$ cat config.mk
export PLATFORM = sky130hd
export DESIGN_NAME = sdhc_rst_ctrl
export DESIGN_NICKNAME = d
export VERILOG_FILES = /design/src/rtl/sdhc_rst_pkg.sv /design/src/rtl/sdhc_line_rst.sv /design/src/rtl/sdhc_ctrl_rst.sv /design/src/rtl/sdhc_evt_reg.sv /design/src/rtl/sdhc_rst_ctrl.sv
export SDC_FILE = /design/constraint.sdc
export NUM_CORES = 1
export LEC_CHECK = 0
export ABC_AREA = 1
export BUFFER_PORTS_ARGS = -buffer_cell sky130_fd_sc_hd__buf_2
export CAP_MARGIN = 40
export CORE_UTILIZATION = 40
export CTS_CLUSTER_DIAMETER = 150
export DETAILED_ROUTE_END_ITERATION = 7
export HOLD_SLACK_MARGIN = 0.12
export MAX_ROUTING_LAYER = met4
export PLACE_DENSITY_LB_ADDON = 0.05
export SYNTH_ARGS = -nofsm -noshare
export SYNTH_HDL_FRONTEND = slang
export SYNTH_SLANG_ARGS = --single-unit
$ cat constraint.sdc
create_clock -name clk -period 1.76 [get_ports clk]
set_clock_uncertainty 0.2 [all_clocks]
set_input_delay 0.088 -clock clk [delete_from_list [all_inputs] [get_ports clk]]
set_output_delay 0.088 -clock clk [all_outputs]
set_load 0.01 [all_outputs]
$ cat src/rtl/sdhc_rst_pkg.sv
package sdhc_rst_pkg;

    localparam int REG_W = 32;

    // Register word addresses.
    localparam logic [1:0] A_CFG    = 2'd0;
    localparam logic [1:0] A_RSTAT  = 2'd1;
    localparam logic [1:0] A_SYSCTL = 2'd2;
    localparam logic [1:0] A_EVENT  = 2'd3;

    // Bit positions.
    localparam int CFG_SOFTRST   = 1;
    localparam int RSTAT_DONE    = 0;
    localparam int RSTAT_CMD_INH = 1;
    localparam int RSTAT_DAT_INH = 2;
    localparam int CTL_ALL       = 24;
    localparam int CTL_CMD       = 25;
    localparam int CTL_DAT       = 26;
    localparam int EV_SUMMARY    = 15;
    localparam int EV_ERR_LO     = 16;

    // Error events that recover through a line reset.
    localparam logic [REG_W-1:0] CMD_ERR_MASK = 32'h0001_0000;
    localparam logic [REG_W-1:0] DAT_ERR_MASK = 32'h0070_0000;

    typedef enum logic {
        LR_IDLE,
        LR_ACTIVE
    } line_state_t;

    typedef enum logic [1:0] {
        CR_IDLE,
        CR_MODULE,
        CR_ALL
    } ctrl_state_t;

endpackage

$ cat src/rtl/sdhc_line_rst.sv
module sdhc_line_rst
    import sdhc_rst_pkg::*;
#(
    parameter int CYCLES = 4
) (
    input  logic clk,
    input  logic rst_n,
    input  logic start,
    input  logic abort,
    input  logic err_set,
    output logic active,
    output logic done,
    output logic inhibit
);

    localparam int CW = (CYCLES > 1) ? $clog2(CYCLES) : 1;
    localparam logic [CW-1:0] LAST = CW'(CYCLES - 1);

    line_state_t   state_q, state_d;
    logic [CW-1:0] cnt_q, cnt_d;

    // State register.
    always_ff @(posedge clk or negedge rst_n) begin
        if (!rst_n) begin
            state_q <= LR_IDLE;
            cnt_q   <= '0;
        end else begin
            state_q <= state_d;
            cnt_q   <= cnt_d;
        end
    end

    // Next state.
    always_comb begin
        state_d = state_q;
        cnt_d   = cnt_q;
        unique case (state_q)
            LR_IDLE: begin
                if (start && !abort) begin
                    state_d = LR_ACTIVE;
                    cnt_d   = '0;
                end
            end
            LR_ACTIVE: begin
                if (abort || cnt_q == LAST) begin
                    state_d = LR_IDLE;
                end else begin
                    cnt_d = cnt_q + CW'(1);
                end
            end
        endcase
    end

    // Outputs.
    always_comb begin
        active = (state_q == LR_ACTIVE);
        done   = active && !abort && (cnt_q == LAST);
    end

    // Inhibit flag: completion or abort wins over a new error.
    always_ff @(posedge clk or negedge rst_n) begin
        if (!rst_n) begin
            inhibit <= 1'b0;
        end else if (abort || done) begin
            inhibit <= 1'b0;
        end else if (err_set) begin
            inhibit <= 1'b1;
        end
    end

endmodule

$ cat src/rtl/sdhc_ctrl_rst.sv
module sdhc_ctrl_rst
    import sdhc_rst_pkg::*;
#(
    parameter int CYCLES = 8
) (
    input  logic clk,
    input  logic rst_n,
    input  logic start_mod,
    input  logic start_all,
    output logic busy,
    output logic mod_active,
    output logic all_active
);

    localparam int CW = (CYCLES > 1) ? $clog2(CYCLES) : 1;
    localparam logic [CW-1:0] LAST = CW'(CYCLES - 1);

    ctrl_state_t   state_q, state_d;
    logic [CW-1:0] cnt_q, cnt_d;

    always_ff @(posedge clk or negedge rst_n) begin
        if (!rst_n) begin
            state_q <= CR_IDLE;
            cnt_q   <= '0;
        end else begin
            state_q <= state_d;
            cnt_q   <= cnt_d;
        end
    end

    always_comb begin
        state_d = state_q;
        cnt_d   = cnt_q;
        unique case (state_q)
            CR_IDLE: begin
                cnt_d = '0;
                if (start_mod) begin
                    state_d = CR_MODULE;
                end else if (start_all) begin
                    state_d = CR_ALL;
                end
            end
            CR_MODULE, CR_ALL: begin
                if (cnt_q == LAST) begin
                    state_d = CR_IDLE;
                end else begin
                    cnt_d = cnt_q + CW'(1);
                end
            end
            default: begin
                state_d = CR_IDLE;
            end
        endcase
    end

    always_comb begin
        mod_active = (state_q == CR_MODULE);
        all_active = (state_q == CR_ALL);
        busy       = mod_active || all_active;
    end

endmodule

$ cat src/rtl/sdhc_evt_reg.sv
module sdhc_evt_reg
    import sdhc_rst_pkg::*;
#(
    parameter int W      = REG_W,
    parameter int SUM    = EV_SUMMARY,
    parameter int ERR_LO = EV_ERR_LO
) (
    input  logic         clk,
    input  logic         rst_n,
    input  logic         flush,
    input  logic [W-1:0] set_vec,
    input  logic         clr_en,
    input  logic [W-1:0] clr_vec,
    output logic [W-1:0] ev_q,
    output logic [W-1:0] rd_val
);

    localparam logic [W-1:0] KEEP = ~(W'(1) << SUM);

    logic [W-1:0] clr_eff;

    always_comb begin
        clr_eff = clr_en ? clr_vec : '0;
    end

    always_ff @(posedge clk or negedge rst_n) begin
        if (!rst_n) begin
            ev_q <= '0;
        end else if (flush) begin
            ev_q <= '0;
        end else begin
            ev_q <= ((ev_q & ~clr_eff) | set_vec) & KEEP;
        end
    end

    always_comb begin
        rd_val      = ev_q;
        rd_val[SUM] = |ev_q[W-1:ERR_LO];
    end

endmodule

$ cat src/rtl/sdhc_rst_ctrl.sv
module sdhc_rst_ctrl
    import sdhc_rst_pkg::*;
#(
    parameter int LINE_RST_CYCLES = 4,
    parameter int CTRL_RST_CYCLES = 8,
    parameter bit AUTO_LINE_RST   = 1'b1
) (
    input  logic        clk,
    input  logic        rst_n,
    input  logic        reg_wr,
    input  logic [1:0]  reg_addr,
    input  logic [31:0] reg_wdata,
    output logic [31:0] reg_rdata,
    input  logic [31:0] ev_set,
    output logic        ctrl_rst,
    output logic        cmd_line_rst,
    output logic        dat_line_rst,
    output logic        cmd_inhibit,
    output logic        dat_inhibit
);

    localparam int NLINE = 2;

    logic        busy, mod_active, all_active;
    logic        wr_ok, mod_start, all_start, ctrl_start;
    logic [31:0] ev_gated, ev_q, ev_rd;

    logic [NLINE-1:0]  line_start, line_err, line_active, line_done, line_inh;
    logic [31:0]       line_mask [NLINE];
    int unsigned       line_bit  [NLINE];

    always_comb begin
        line_mask[0] = CMD_ERR_MASK;
        line_mask[1] = DAT_ERR_MASK;
        line_bit[0]  = CTL_CMD;
        line_bit[1]  = CTL_DAT;
    end

    // Request decode: all writes are dropped while a controller reset runs.
    always_comb begin
        wr_ok      = reg_wr && !busy;
        mod_start  = wr_ok && (reg_addr == A_CFG) && reg_wdata[CFG_SOFTRST];
        all_start  = wr_ok && (reg_addr == A_SYSCTL) && reg_wdata[CTL_ALL];
        ctrl_start = mod_start || all_start;
        ev_gated   = busy ? '0 : ev_set;
    end

    sdhc_ctrl_rst #(.CYCLES(CTRL_RST_CYCLES)) u_ctrl (
        .clk        (clk),
        .rst_n      (rst_n),
        .start_mod  (mod_start),
        .start_all  (all_start),
        .busy       (busy),
        .mod_active (mod_active),
        .all_active (all_active)
    );

    for (genvar g = 0; g < NLINE; g++) begin : g_line
        always_comb begin
            line_err[g]   = |(ev_gated & line_mask[g]);
            line_start[g] = !ctrl_start &&
                            ((wr_ok && (reg_addr == A_SYSCTL) && reg_wdata[line_bit[g]]) ||
                             (AUTO_LINE_RST && line_err[g]));
        end

        sdhc_line_rst #(.CYCLES(LINE_RST_CYCLES)) u_line (
            .clk     (clk),
            .rst_n   (rst_n),
            .start   (line_start[g]),
            .abort   (busy),
            .err_set (line_err[g]),
            .active  (line_active[g]),
            .done    (line_done[g]),
            .inhibit (line_inh[g])
        );
    end

    sdhc_evt_reg u_evt (
        .clk     (clk),
        .rst_n   (rst_n),
        .flush   (busy),
        .set_vec (ev_gated),
        .clr_en  (wr_ok && (reg_addr == A_EVENT)),
        .clr_vec (reg_wdata),
        .ev_q    (ev_q),
        .rd_val  (ev_rd)
    );

    // Outputs to the paths.
    always_comb begin
        ctrl_rst     = busy;
        cmd_line_rst = line_active[0] || busy;
        dat_line_rst = line_active[1] || busy;
        cmd_inhibit  = line_inh[0];
        dat_inhibit  = line_inh[1];
    end

    // Read mux.
    always_comb begin
        reg_rdata = '0;
        unique case (reg_addr)
            A_CFG: begin
                reg_rdata = '0;
            end
            A_RSTAT: begin
                reg_rdata[RSTAT_DONE]    = !mod_active;
                reg_rdata[RSTAT_CMD_INH] = line_inh[0];
                reg_rdata[RSTAT_DAT_INH] = line_inh[1];
            end
            A_SYSCTL: begin
                reg_rdata[CTL_ALL] = all_active;
                reg_rdata[CTL_CMD] = line_active[0];
                reg_rdata[CTL_DAT] = line_active[1];
            end
            A_EVENT: begin
                reg_rdata = ev_rd;
            end
        endcase
    end

    logic unused_done;
    assign unused_done = ^line_done;

endmodule

# After elaboration in Yosys (flattened, before gate mapping)
# Index checks and enable logic that the tools add are counted.
[classes] shift=0 n_div=0 addsub=3 n_mul=0 reduce_logical=41 n_eq_ne=15 n_lt_le_gt_ge=0 muxes=29 bitwise=5
[op_table] operator="$mux W32" n=3
[op_table] operator="$and A32 B32 Y32" n=1
[op_table] operator="$not A32 Y32" n=1
[op_table] operator="$or A32 B32 Y32" n=1
[op_table] operator="$mux W21" n=1
[op_table] operator="$pmux W3 S2" n=3
[op_table] operator="$logic_and A1 B1 Y1" n=16
[op_table] operator="$reduce_or A16 Y1" n=1
[op_table] operator="$mux W2" n=7
[op_table] operator="$pmux W2 S2" n=3
[op_table] operator="$eq A2 B2 Y1 const B" n=5
[op_table] operator="$logic_or A1 B1 Y1" n=10
[op_table] operator="$mux W1" n=8
[op_table] operator="$reduce_and A2 Y1" n=4
[op_table] operator="$ne A2 B1 Y1 const B" n=3
[op_table] operator="$ne A2 B2 Y1 const B" n=3
[op_table] operator="$reduce_bool A2 Y1" n=3
[op_table] operator="$mux W5" n=1
[op_table] operator="$add A2 B1 Y2 const B" n=2
[op_table] operator="$eq A2 B1 Y1 const B" n=2
[op_table] operator="$logic_not A2 Y1" n=2
[op_table] operator="$pmux W1 S2" n=2
[op_table] operator="$add A3 B1 Y3 const B" n=1
[op_table] operator="$eq A3 B3 Y1 const B" n=1
[op_table] operator="other kinds (6)" n=9
[totals] elab_cells=102 out_inout_bits=37 inputBits=69 reg_bits=45 romBits=0 n_memories=0 latch_bits=0 ram_bits=0

# Longest topological paths before layout
# Gate-level depths: netlist of the first run.
[logic_depth] depth_word=12 mapped_depth=10 depth_no_buf=9

# Cells and area by module
# From an unflattened synthesis of the first run, not the netlist that was laid out.
[unflattened] cells_unflattened=427 area_unflattened_um2=2910.3
[modules_own_cells] mod="sdhc_evt_reg" n_inst=1 seq_area_each_um2=775.7 cells_per_inst=178 area_each_um2=1510.2
[modules_own_cells] mod="sdhc_rst_ctrl" n_inst=1 seq_area_each_um2=0.0 cells_per_inst=167 area_each_um2=701.9
[modules_own_cells] mod="sdhc_line_rst" n_inst=2 seq_area_each_um2=100.1 cells_per_inst=23 area_each_um2=200.2
[modules_own_cells] mod="sdhc_ctrl_rst" n_inst=1 seq_area_each_um2=125.1 cells_per_inst=36 area_each_um2=297.8

# Least setup slack after synthesis of the first run
# OpenSTA, ideal clock, no wires.
[synth_path] path_kind="register to register" start="register u_ctrl.state_q[0]" end="register u_evt.ev_q[0]" stages_incl_launch_ff=9 path_slack_ps=-27 n_path_buf=2 required_ps=1424 period_less_slack_ps=1787 arrival_ps=1451 setup_time_ps=136 cell_sequence="dfrtp_1 inv_1 ha_1 buf_6 nor2_8 nand3_4 buf_6 o21ai_1 a21oi_1"
[synth_via] elab_chain_cells=10 word_cells_on_any_way=12 classes_between="eq/ne: 2; mux: 3; bitwise: 3; reduce/logical: 4"
[synth_rtl] element="start, declared" line_no="sdhc_ctrl_rst.sv:18" source="ctrl_state_t state_q, state_d;"
[synth_rtl] element="start signal, assigned" line_no="sdhc_ctrl_rst.sv:26" source="state_q <= state_d;"
[synth_rtl] element="$eq A2 B1 Y1 / $eq A2 B2 Y1 (equally long branches)" line_no="sdhc_ctrl_rst.sv:57, sdhc_ctrl_rst.sv:58"
[synth_rtl] element="$logic_or A1 B1 Y1 *" line_no="sdhc_ctrl_rst.sv:59" source="busy = mod_active || all_active;"
[synth_rtl] element="via ctrl_rst" line_no="sdhc_rst_ctrl.sv:15" source="output logic ctrl_rst,"
[synth_rtl] element="$logic_not A1 Y1" line_no="sdhc_rst_ctrl.sv:41" source="wr_ok = reg_wr && !busy;"
[synth_rtl] element="$logic_and A1 B1 Y1" line_no="sdhc_rst_ctrl.sv:41"
[synth_rtl] element="$logic_and A1 B1 Y1" line_no="sdhc_rst_ctrl.sv:83" source=".clr_en (wr_ok && (reg_addr == A_EVENT)),"
[synth_rtl] element="$mux W32" line_no="sdhc_evt_reg.sv:23" source="clr_eff = clr_en ? clr_vec : '0;"
[synth_rtl] element="$not A32 Y32" line_no="sdhc_evt_reg.sv:32" source="ev_q <= ((ev_q & ~clr_eff) | set_vec) & KEEP;"
[synth_rtl] element="$and A32 B32 Y32" line_no="sdhc_evt_reg.sv:32"
[synth_rtl] element="$or A32 B32 Y32" line_no="sdhc_evt_reg.sv:32"
[synth_rtl] element="$mux W32 *" line_no="sdhc_evt_reg.sv:29" source="end else if (flush) begin"
[synth_rtl] element="end signal, assigned" line_no="sdhc_evt_reg.sv:32"
[synth_rtl] element="end, declared" line_no="sdhc_evt_reg.sv:14" source="output logic [W-1:0] ev_q,"
# Mark *: on every way through the listed nets, which the timed path passes. The rest lies on a longest branch.
# A chain may end at the register's enable or synchronous reset.

# Final worst setup path of the first run
[layout_path] start="register u_ctrl.state_q[1]" end="register u_evt.ev_q[23]"
[layout_via] elab_chain_cells=10 word_cells_on_any_way=12 classes_between="eq/ne: 2; mux: 3; bitwise: 3; reduce/logical: 4"
[layout_rtl] element="$eq A2 B1 Y1 / $eq A2 B2 Y1 (equally long branches)" line_no="sdhc_ctrl_rst.sv:57, sdhc_ctrl_rst.sv:58"
[layout_rtl] element="$logic_or A1 B1 Y1 *" line_no="sdhc_ctrl_rst.sv:59"
[layout_rtl] element="$logic_not A1 Y1" line_no="sdhc_rst_ctrl.sv:41"
[layout_rtl] element="$logic_and A1 B1 Y1" line_no="sdhc_rst_ctrl.sv:41"
[layout_rtl] element="$logic_and A1 B1 Y1" line_no="sdhc_rst_ctrl.sv:83"
[layout_rtl] element="$mux W32" line_no="sdhc_evt_reg.sv:23"
[layout_rtl] element="$not A32 Y32" line_no="sdhc_evt_reg.sv:32"
[layout_rtl] element="$and A32 B32 Y32" line_no="sdhc_evt_reg.sv:32"
[layout_rtl] element="$or A32 B32 Y32" line_no="sdhc_evt_reg.sv:32"
[layout_rtl] element="$mux W32 *" line_no="sdhc_evt_reg.sv:29"
# Every way passes the cells marked *; elsewhere a longest branch is shown, timed or not.

==> results.json, run 1 <==
{
  "die_x_um": 80.84,
  "synthFlopType": "dfrtp_1",
  "routed_wl_um": 7428,
  "p_leak_nw": 2.268,
  "startpoint_type": "register",
  "placed_area_um2": 3113,
  "path_delay_family": "flip-flops",
  "synth_cell_types": 28,
  "antenna_cells": 0,
  "peakVddDrop_mv": 0.8003,
  "firstDrtPassIters": 4,
  "rows": 28,
  "dp_hpwl_um": 4558,
  "syn_nets": 403,
  "nFillCells": 517,
  "synthToLayoutAreaGrowth_pct": 59.79,
  "cts-root-buf": "clkbuf_8",
  "ys_seq_elements": 44,
  "synth_edf_count": 0,
  "crit_path_max_incr_delay_ps": 390,
  "initial_core_util_pct": 41.74,
  "cts_tree": "built",
  "cp_cell_sequence": "inv_2 -> ha_4 -> nor2_8 -> nand3_4 -> buf_12 -> o21ai_1 -> a21oi_1",
  "worstSetupEndpointType": "register",
  "layout_min_cycle_time_ps": 1686,
  "finalHoldViolCount": 0,
  "finalSetupViolations": 0,
  "ff2ff_path_depth": 7,
  "cts_buffers": 5,
  "powerDensity_nw_per_um2": 1368,
  "nets": 578,
  "total_power_w": 0.005435,
  "slew_violations": 0,
  "rsz0062_at_grt": "true",
  "maxSlewHeadroom_pct": 61.62,
  "vias_per_cell": 4.673,
  "fin_setup_tns_ps": 0,
  "io_buffers": 103,
  "layout_commonest_cell": "buf_2",
  "die_area_um2": 6534,
  "worstPathMaxFanout": 20,
  "cts_sinks": 44,
  "grt_pass1_vias": 2698,
  "hold_path_class": "input port to async pin",
  "worstPathArrival_ps": 1670,
  "htree_levels": 2,
  "synth_seq_area_share_pct": 44.29,
  "stdcell_area_um2": 3973,
  "status": "completed",
  "clockBufferDepth": 2,
  "critical_path_depth": 7,
  "ant_nets": 0,
  "fmax_mhz": 593.1,
  "track_usage_pct": 24.31,
  "path_clk_slew_ps": 80,
  "grt_first_pass_wirelength_um": 11780,
  "vias": 2701,
  "finalCoreUtilization_pct": 66.70,
  "final_cell_mix": "102 x buf_2, 98 x inv_1, 66 x dlygate4sd3_1",
  "critical_path_class": "register to register",
  "grt_antenna_before_repair": 0,
  "io_pins": 106,
  "clk_latency_ps": 300,
  "cp_slowest_cell": "dfrtp_1",
  "drive_gt1_share_pct": 29.42,
  "initialDrtViolationCount": 95,
  "ys.warnings.count": 0,
  "synthCells": 327,
  "core_um2": 5956,
  "grt_max_degree": 45,
  "avgSynthCellArea_um2": 7.603,
  "gp_congestion": 0.8078,
  "die_y_um": 80.84,
  "wl_per_cell_um": 12.85,
  "cap_violations": 0,
  "ys_async_sr_fraction_pct": 100.0,
  "grt_overflow": 0,
  "drc": 0,
  "worst_slew_pin_slew_ps": 575.8,
  "period_share_pct": 95.79,
  "required_ps": 1750,
  "synth_area_um2": 2486,
  "path_buf_inv": 2
}
[area by class of cell]
type / instances / area [µm²] / area share, %
timing repair buffer: 180 / 1331 / 33.51
sequential: 44 / 1101 / 27.72
multi-input combinational: 167 / 960.9 / 24.19
inverter: 104 / 395.4 / 9.953
tap: 75 / 93.84 / 2.362
clock buffer: 8 / 90.09 / 2.268
[state kept, by name (all words and copies together), names as in the netlist]
name / count
g_line.u_line.active: 2
u_ctrl.state_q: 2
g_line.u_line.inhibit: 2
u_ctrl.cnt_q: 3
g_line.u_line.cnt_q: 4
u_evt.ev_q: 31
[timing repair]
action | CTS | global route
pin swaps | 0 | 5
resized for setup | 1 | 20
endpoints found under the hold margin | 85 | 0
endpoints found under the setup margin | 2 | 38
hold buffers | 66 | 0
gates cloned | 1 | 0
buffers inserted | 0 | 2
[synth_stat cells, types with 4 or more instances]
cell        n  area, µm²
a21oi_1    34      170.2
buf_6       6      67.56
clkbuf_1    4      15.01
dfrtp_1    44       1101
ha_1        7      87.58
inv_1     100      375.4
nand2_1    21      78.83
nand3_1    17      85.08
nand4_1     5      31.28
nor2_1     31      116.4
o21ai_0     5      25.02
o21ai_1    31      155.2
[layer usage]
layer / vias to the layer above / global-route usage [%] / wire (µm)
met5: - / - / 0
met1: 1251 / 27.22 / 3287
li1: 1353 / - / -
met2: 79 / 42.61 / 3609
met4: 0 / 9.107 / 182
met3: 18 / 4.831 / 348
[power by group]
part / total, W / switching, W / internal (W) / leakage [nW]
Clock: 0.000675 / 0.000354 / 0.000321 / 0.0455
Sequential: 0.00179 / 0.000272 / 0.00152 / 0.541
Combinational: 0.00297 / 0.00161 / 0.00136 / 1.68
[per-stage QoR]
stage               std cells  setup WS (ps)  hold WS, ps
floorplan                 327          35.23       -407.6
global placement          501          56.11        9.775
detailed placement        501          7.834        9.669
CTS                       576          12.80        215.1
global route              578         -10.64        265.7
finish                    578          74.02        196.3
[path summary, 6_finish.rpt]
path / from / to / slack, ps
max: u_ctrl.state_q[1]$_DFFE_PN0P_ / u_evt.ev_q[23]$_DFF_PN0_ / 70
min: rst_n / u_evt.ev_q[9]$_DFF_PN0_ / 200
max reg2reg: u_ctrl.state_q[1]$_DFFE_PN0P_ / u_evt.ev_q[23]$_DFF_PN0_ / 70
min reg2reg: u_ctrl.cnt_q[0]$_DFFE_PN0P_ / u_ctrl.cnt_q[0]$_DFFE_PN0P_ / 290
max in group asynchronous: rst_n / u_evt.ev_q[23]$_DFF_PN0_ / 770
min in group clk: reg_addr[0] / g_line[0].u_line.active$_DFF_PN0_ / 200
[cells by family after synthesis]
group / Yosys count / share of synthesized area [%]
fa+ha+maj: 7 / 3.523
compound gates: 78 / 16.61
buf+inv: 116 / 19.63
flops: 44 / 44.29
simple gates: 82 / 15.95
[worst register-to-register path, delay by kind of cell, from the launching register on]
| family | cells | cell delay, ps |
|---|---|---|
| DFF | 1 | 390 |
| buffers and inverters | 2 | 250 |
| adders and majority gates | 1 | 250 |
| and+or+nand+nor | 2 | 250 |
| AOI/OAI and AO/OA | 2 | 220 |
Power figures use the tool's default switching activity.
==> run 2: changes to the inputs <==
- MAX_ROUTING_LAYER: met4 -> unset
- PLACE_DENSITY: unset -> 0.83
- PLACE_DENSITY_LB_ADDON: 0.05 -> unset
==> results.json, run 2 (synthesis gave the netlist of run 1 again) <==
{
  "status": "completed",
  "period_share_pct": 99.15,
  "hold_path_class": "input port to async pin",
  "placed_area_um2": 3120,
  "timing.rr.end": "u_evt.ev_q[22]$_DFF_PN0_",
  "layout_commonest_cell": "buf_2",
  "die_y_um": 80.84,
  "timing.rr.start": "u_ctrl.state_q[1]$_DFFE_PN0P_",
  "htree_levels": 2,
  "critical_path_class": "register to output port",
  "core_um2": 5956,
  "grt_first_pass_wirelength_um": 11500,
  "gp_congestion": 0.7966,
  "vias": 2772,
  "ff2ff_setup_slack_ps": 40,
  "crit_path_start": "u_ctrl.state_q[0]$_DFFE_PN0P_",
  "worst_slew_pin_slew_ps": 570.8,
  "worstSetupEndpointType": "output port",
  "cap_violations": 0,
  "fmax_mhz": 573.0,
  "track_usage_pct": 23.55,
  "layout_min_cycle_time_ps": 1745,
  "finalHoldViolCount": 0,
  "die_x_um": 80.84,
  "ff2ff_path_depth": 7,
  "path_clk_slew_ps": 80,
  "antenna_cells": 0,
  "maxSlewHeadroom_pct": 61.95,
  "die_area_um2": 6534,
  "startpoint_type": "register",
  "grt_max_degree": 24,
  "p_leak_nw": 2.261,
  "fin_hold_ws_ps": 123.9,
  "reg_top3": "u_evt.ev_q x31, g_line.u_line.cnt_q x4, u_ctrl.cnt_q x3",
  "grt_pass1_vias": 2627,
  "drc": 0,
  "crit_end": "reg_rdata[0]",
  "vias_per_cell": 4.813,
  "ant_nets": 0,
  "stdcell_area_um2": 3949,
  "finalSetupViolations": 0,
  "total_power_w": 0.005284,
  "cts_buffers": 5,
  "clockBufferDepth": 2,
  "largest_reg_flops": 31,
  "grt_antenna_before_repair": 0,
  "firstDrtPassIters": 5,
  "routed_wl_um": 7730,
  "required_ps": 1470,
  "nets": 578,
  "initial_core_util_pct": 41.74,
  "cts_sinks": 44,
  "cts_tree": "built",
  "wl_per_cell_um": 13.42,
  "largest_register": "u_evt.ev_q",
  "worstPathMaxFanout": 3,
  "grt_overflow": 0,
  "dp_hpwl_um": 4633,
  "rows": 28,
  "io_buffers": 103,
  "clk_latency_ps": 290,
  "io_pins": 106,
  "rsz0062_at_grt": "true",
  "powerDensity_nw_per_um2": 1338,
  "final_cell_mix": "103 x buf_2, 98 x inv_1, 66 x dlygate4sd3_1",
  "initialDrtViolationCount": 126,
  "slew_violations": 0,
  "synthToLayoutAreaGrowth_pct": 58.83,
  "drive_gt1_share_pct": 28.74,
  "cts-root-buf": "clkbuf_8",
  "peakVddDrop_mv": 0.6981,
  "worstPathArrival_ps": 1460
}
[run 2: how the worst min path moves through the flow]
| stage | end | slack (ps) | start | cells after the start |
|---|---|---|---|---|
| floorplan | g_line[0].u_line.active$_DFF_PN0_ | -410 | rst_n | 0 |
| global placement | g_line[1].u_line.active$_DFF_PN0_ | -90 | rst_n | 1 |
| detailed placement | g_line[1].u_line.active$_DFF_PN0_ | -80 | rst_n | 1 |
| CTS | g_line[1].u_line.active$_DFF_PN0_ | 140 | rst_n | 2 |
| global route | g_line[1].u_line.cnt_q[1]$_DFFE_PN0P_ | 160 | rst_n | 2 |
| finish | g_line[1].u_line.active$_DFF_PN0_ | 120 | rst_n | 2 |
[run 2: critical path, stage by stage (launching register included)]
cell and delay [ps]:
dfrtp_1 410, buf_4 140, ha_1 190, o31ai_2 240, buf_2 180
[run 2: report_power, final]
part,switching (W),internal (W),leakage (nW),total [W]
Sequential,0.000304,0.00152,0.541,0.00182
Clock,0.000316,0.000407,0.0501,0.000723
Combinational,0.00157,0.00116,1.67,0.00274
Total,0.00219,0.00309,2.26,0.00528
[run 2: metal layers]
metal / GRT usage [%] / up-vias / part of all wire, %
met2: 46.30 / 114 / 52
met3: 4.944 / 25 / 5.3
met1: 24.27 / 1291 / 39
met4: 8.036 / 0 / 3.1
met5: 0 / - / 0
li1: - / 1342 / -
[run 2: per-stage QoR]
step           worst slack [ps]  setup TNS (ps)  cells  util (%)
2_1_floorplan             35.23               0    327         -
3_3_place_gp              46.14               0    502     52.40
3_5_place_dp              12.27               0    502     52.40
4_1_cts                   1.981               0    574     65.21
5_1_grt                  -17.75          -77.54    576     66.30
6_report                  14.88               0    576     66.30
[run 2: cell type report]
cell class	instances	area (µm²)
fillers	471	2007
repair buffers	180	1308
flip-flops and latches	44	1101
multi-input cells	167	952.2
inverters	104	395.4
well taps	75	93.84
clock buffers	5	68.82
clock inverters	1	30.03
[run 2: repair_timing]
action / CTS / global route
gates resized for setup: 2 / 15
endpoints found under the hold margin: 85 / 0
endpoints found under the setup margin: 2 / 66
hold buffers: 66 / 0
buffers inserted: 0 / 2
pin swaps: 0 / 2
cloned: 0 / 0
==> run 3: changes to the inputs <==
--- a/constraint.sdc
+++ b/constraint.sdc
@@ -3,3 +3,3 @@
 set_input_delay 0.088 -clock clk [delete_from_list [all_inputs] [get_ports clk]]
 set_output_delay 0.088 -clock clk [all_outputs]
-set_load 0.01 [all_outputs]
+set_load 0.1 [all_outputs]
==> results.json, run 3 (synthesis gave the netlist of run 1 again) <==
{
  "status": "finished, violations left",
  "largest_register": "u_evt.ev_q",
  "layout_min_cycle_time_ps": 1978,
  "worst_slew_pin_slew_ps": 579.5,
  "finalHoldViolCount": 0,
  "grt_pass1_vias": 2954,
  "finalSetupViolations": 47,
  "wl_per_cell_um": 21.48,
  "maxSlewHeadroom_pct": 61.37,
  "clockBufferDepth": 2,
  "cap_violations": 0,
  "rsz0062_at_grt": "true",
  "finalCoreUtilization_pct": 82.40,
  "path_buf_inv": 2,
  "slew_violations": 0,
  "nFillCells": 234,
  "path_clk_slew_ps": 90,
  "grt_antenna_before_repair": 0,
  "die_y_um": 80.84,
  "timing.final.ws_setup_ps": -217.7,
  "cp_slowest_cell": "dfrtp_1",
  "worstPathMaxFanout": 8,
  "path_delay_family": "flip-flops",
  "cts_sinks": 44,
  "final_cell_mix": "98 x inv_1, 70 x buf_2, 67 x dlygate4sd3_1",
  "antenna_cells": 0,
  "initialDrtViolationCount": 250,
  "startpoint_type": "register",
  "cts_buffers": 5,
  "initial_core_util_pct": 41.74,
  "required_ps": 1740,
  "cts_tree": "built",
  "reg_top3": "u_evt.ev_q x31, g_line.u_line.cnt_q x4, u_ctrl.cnt_q x3",
  "io_buffers": 103,
  "powerDensity_nw_per_um2": 1782,
  "ant_nets": 0,
  "multi_input_comb_area_um2": 1247,
  "clk_latency_ps": 310,
  "grt_max_degree": 30,
  "fin_hold_ws_ps": 232.5,
  "htree_levels": 2,
  "io_pins": 106,
  "largest_reg_flops": 31,
  "critical_path_class": "register to register",
  "hold_path_class": "input port to register",
  "grt_overflow": 0,
  "violations": "setup timing",
  "synthToLayoutAreaGrowth_pct": 97.38,
  "grt_first_pass_wirelength_um": 14190,
  "worstSetupEndpointType": "register",
  "gp_congestion": 0.8368,
  "seq_area_um2": 1104,
  "die_area_um2": 6534,
  "drc": 0,
  "worstPathArrival_ps": 1960,
  "vias_per_cell": 5.618,
  "die_x_um": 80.84,
  "total_power_w": 0.008747,
  "track_usage_pct": 29.41,
  "peakVddDrop_mv": 1.523,
  "firstDrtPassIters": 5,
  "dp_slack_ps": -23.86,
  "dp_hpwl_um": 5210,
  "routed_wl_um": 12650,
  "p_leak_nw": 2.514,
  "crit_path_max_incr_delay_ps": 420,
  "nets": 589,
  "fmax_mhz": 505.6,
  "period_share_pct": 112.4,
  "rows": 28,
  "layout_commonest_cell": "inv_1",
  "drive_gt1_share_pct": 41.83,
  "core_um2": 5956,
  "cts-root-buf": "clkbuf_8",
  "cp_cell_sequence": "inv_2 -> ha_4 -> nor2_8 -> nand3_4 -> clkbuf_16 -> o21ai_1 -> a21oi_1",
  "vias": 3309
}
==> run 3: changes by cell type in the layout (fill, tap and decap cells not counted), sizes merged <==
cell         change
buf              +8
clkbuf           +4
dlygate4sd3      +1
==> run 3: worst paths after layout <==
check                                              startpoint                                    to  slack (ps)  cells after the start
worst max-delay path            u_ctrl.state_q[0]$_DFFE_PN0P_              u_evt.ev_q[28]$_DFF_PN0_        -220                      7
max in group asynchronous                               rst_n  g_line[1].u_line.inhibit$_DFFE_PN0P_         130                      4
min in group asynchronous                               rst_n               u_evt.ev_q[8]$_DFF_PN0_         670                      3
worst min register to register    u_ctrl.cnt_q[0]$_DFFE_PN0P_           u_ctrl.cnt_q[0]$_DFFE_PN0P_         280                      1
worst max register to register  u_ctrl.state_q[0]$_DFFE_PN0P_              u_evt.ev_q[28]$_DFF_PN0_        -220                      7
worst min-delay path                              reg_addr[0]     g_line[0].u_line.active$_DFF_PN0_         230                      6
==> run 3: cell type report <==
cell class                 count  area share (%)
multi-input combinational    167           25.42
timing repair buffer         191           39.50
sequential                    44           22.49
tap                           75           1.912
inverter                     104           8.108
clock inverter                 1          0.6119
clock buffer                   7           1.963
==> run 3: routing by layer <==
layer	track usage [%]	wire length [µm]	share of wire [%]
met1	32.26	4472	35
met2	52.27	6043	48
met3	8.427	1302	10
met4	13.39	834	6.6
met5	0	0	0
==> run 3: worst reg2reg max path: cells and delay by family (launching register included) <==
family | cells | cell delay (ps)
AOI/OAI and AO/OA | 2 | 340
adders and majority gates | 1 | 280
buffers and inverters | 2 | 320
DFF | 1 | 420
and+or+nand+nor | 2 | 300
==> run 3: stage by stage <==
stage	cell area [µm²]	std cells	TNS, ps
final	4907	589	-3181
after global placement	3692	500	0
after detailed placement	3692	500	-69.18
after floorplan	2594	327	-9263
after CTS	4562	582	-91.65
after global routing	4907	589	-5050
==> run 3: power by group <==
part           internal [W]  switching, W  leakage, nW
registers           0.00153      0.000503        0.539
logic               0.00209       0.00375         1.91
clock network      0.000502      0.000379       0.0645
total               0.00412       0.00463         2.51
==> run 3: repair_timing <==
action,in CTS,in global routing
endpoints found under the setup margin,18,46
pin swaps,1,11
buffers inserted,7,5
hold endpoints to repair,85,0
resized for setup,5,61
hold buffers,67,0
gates cloned,0,2
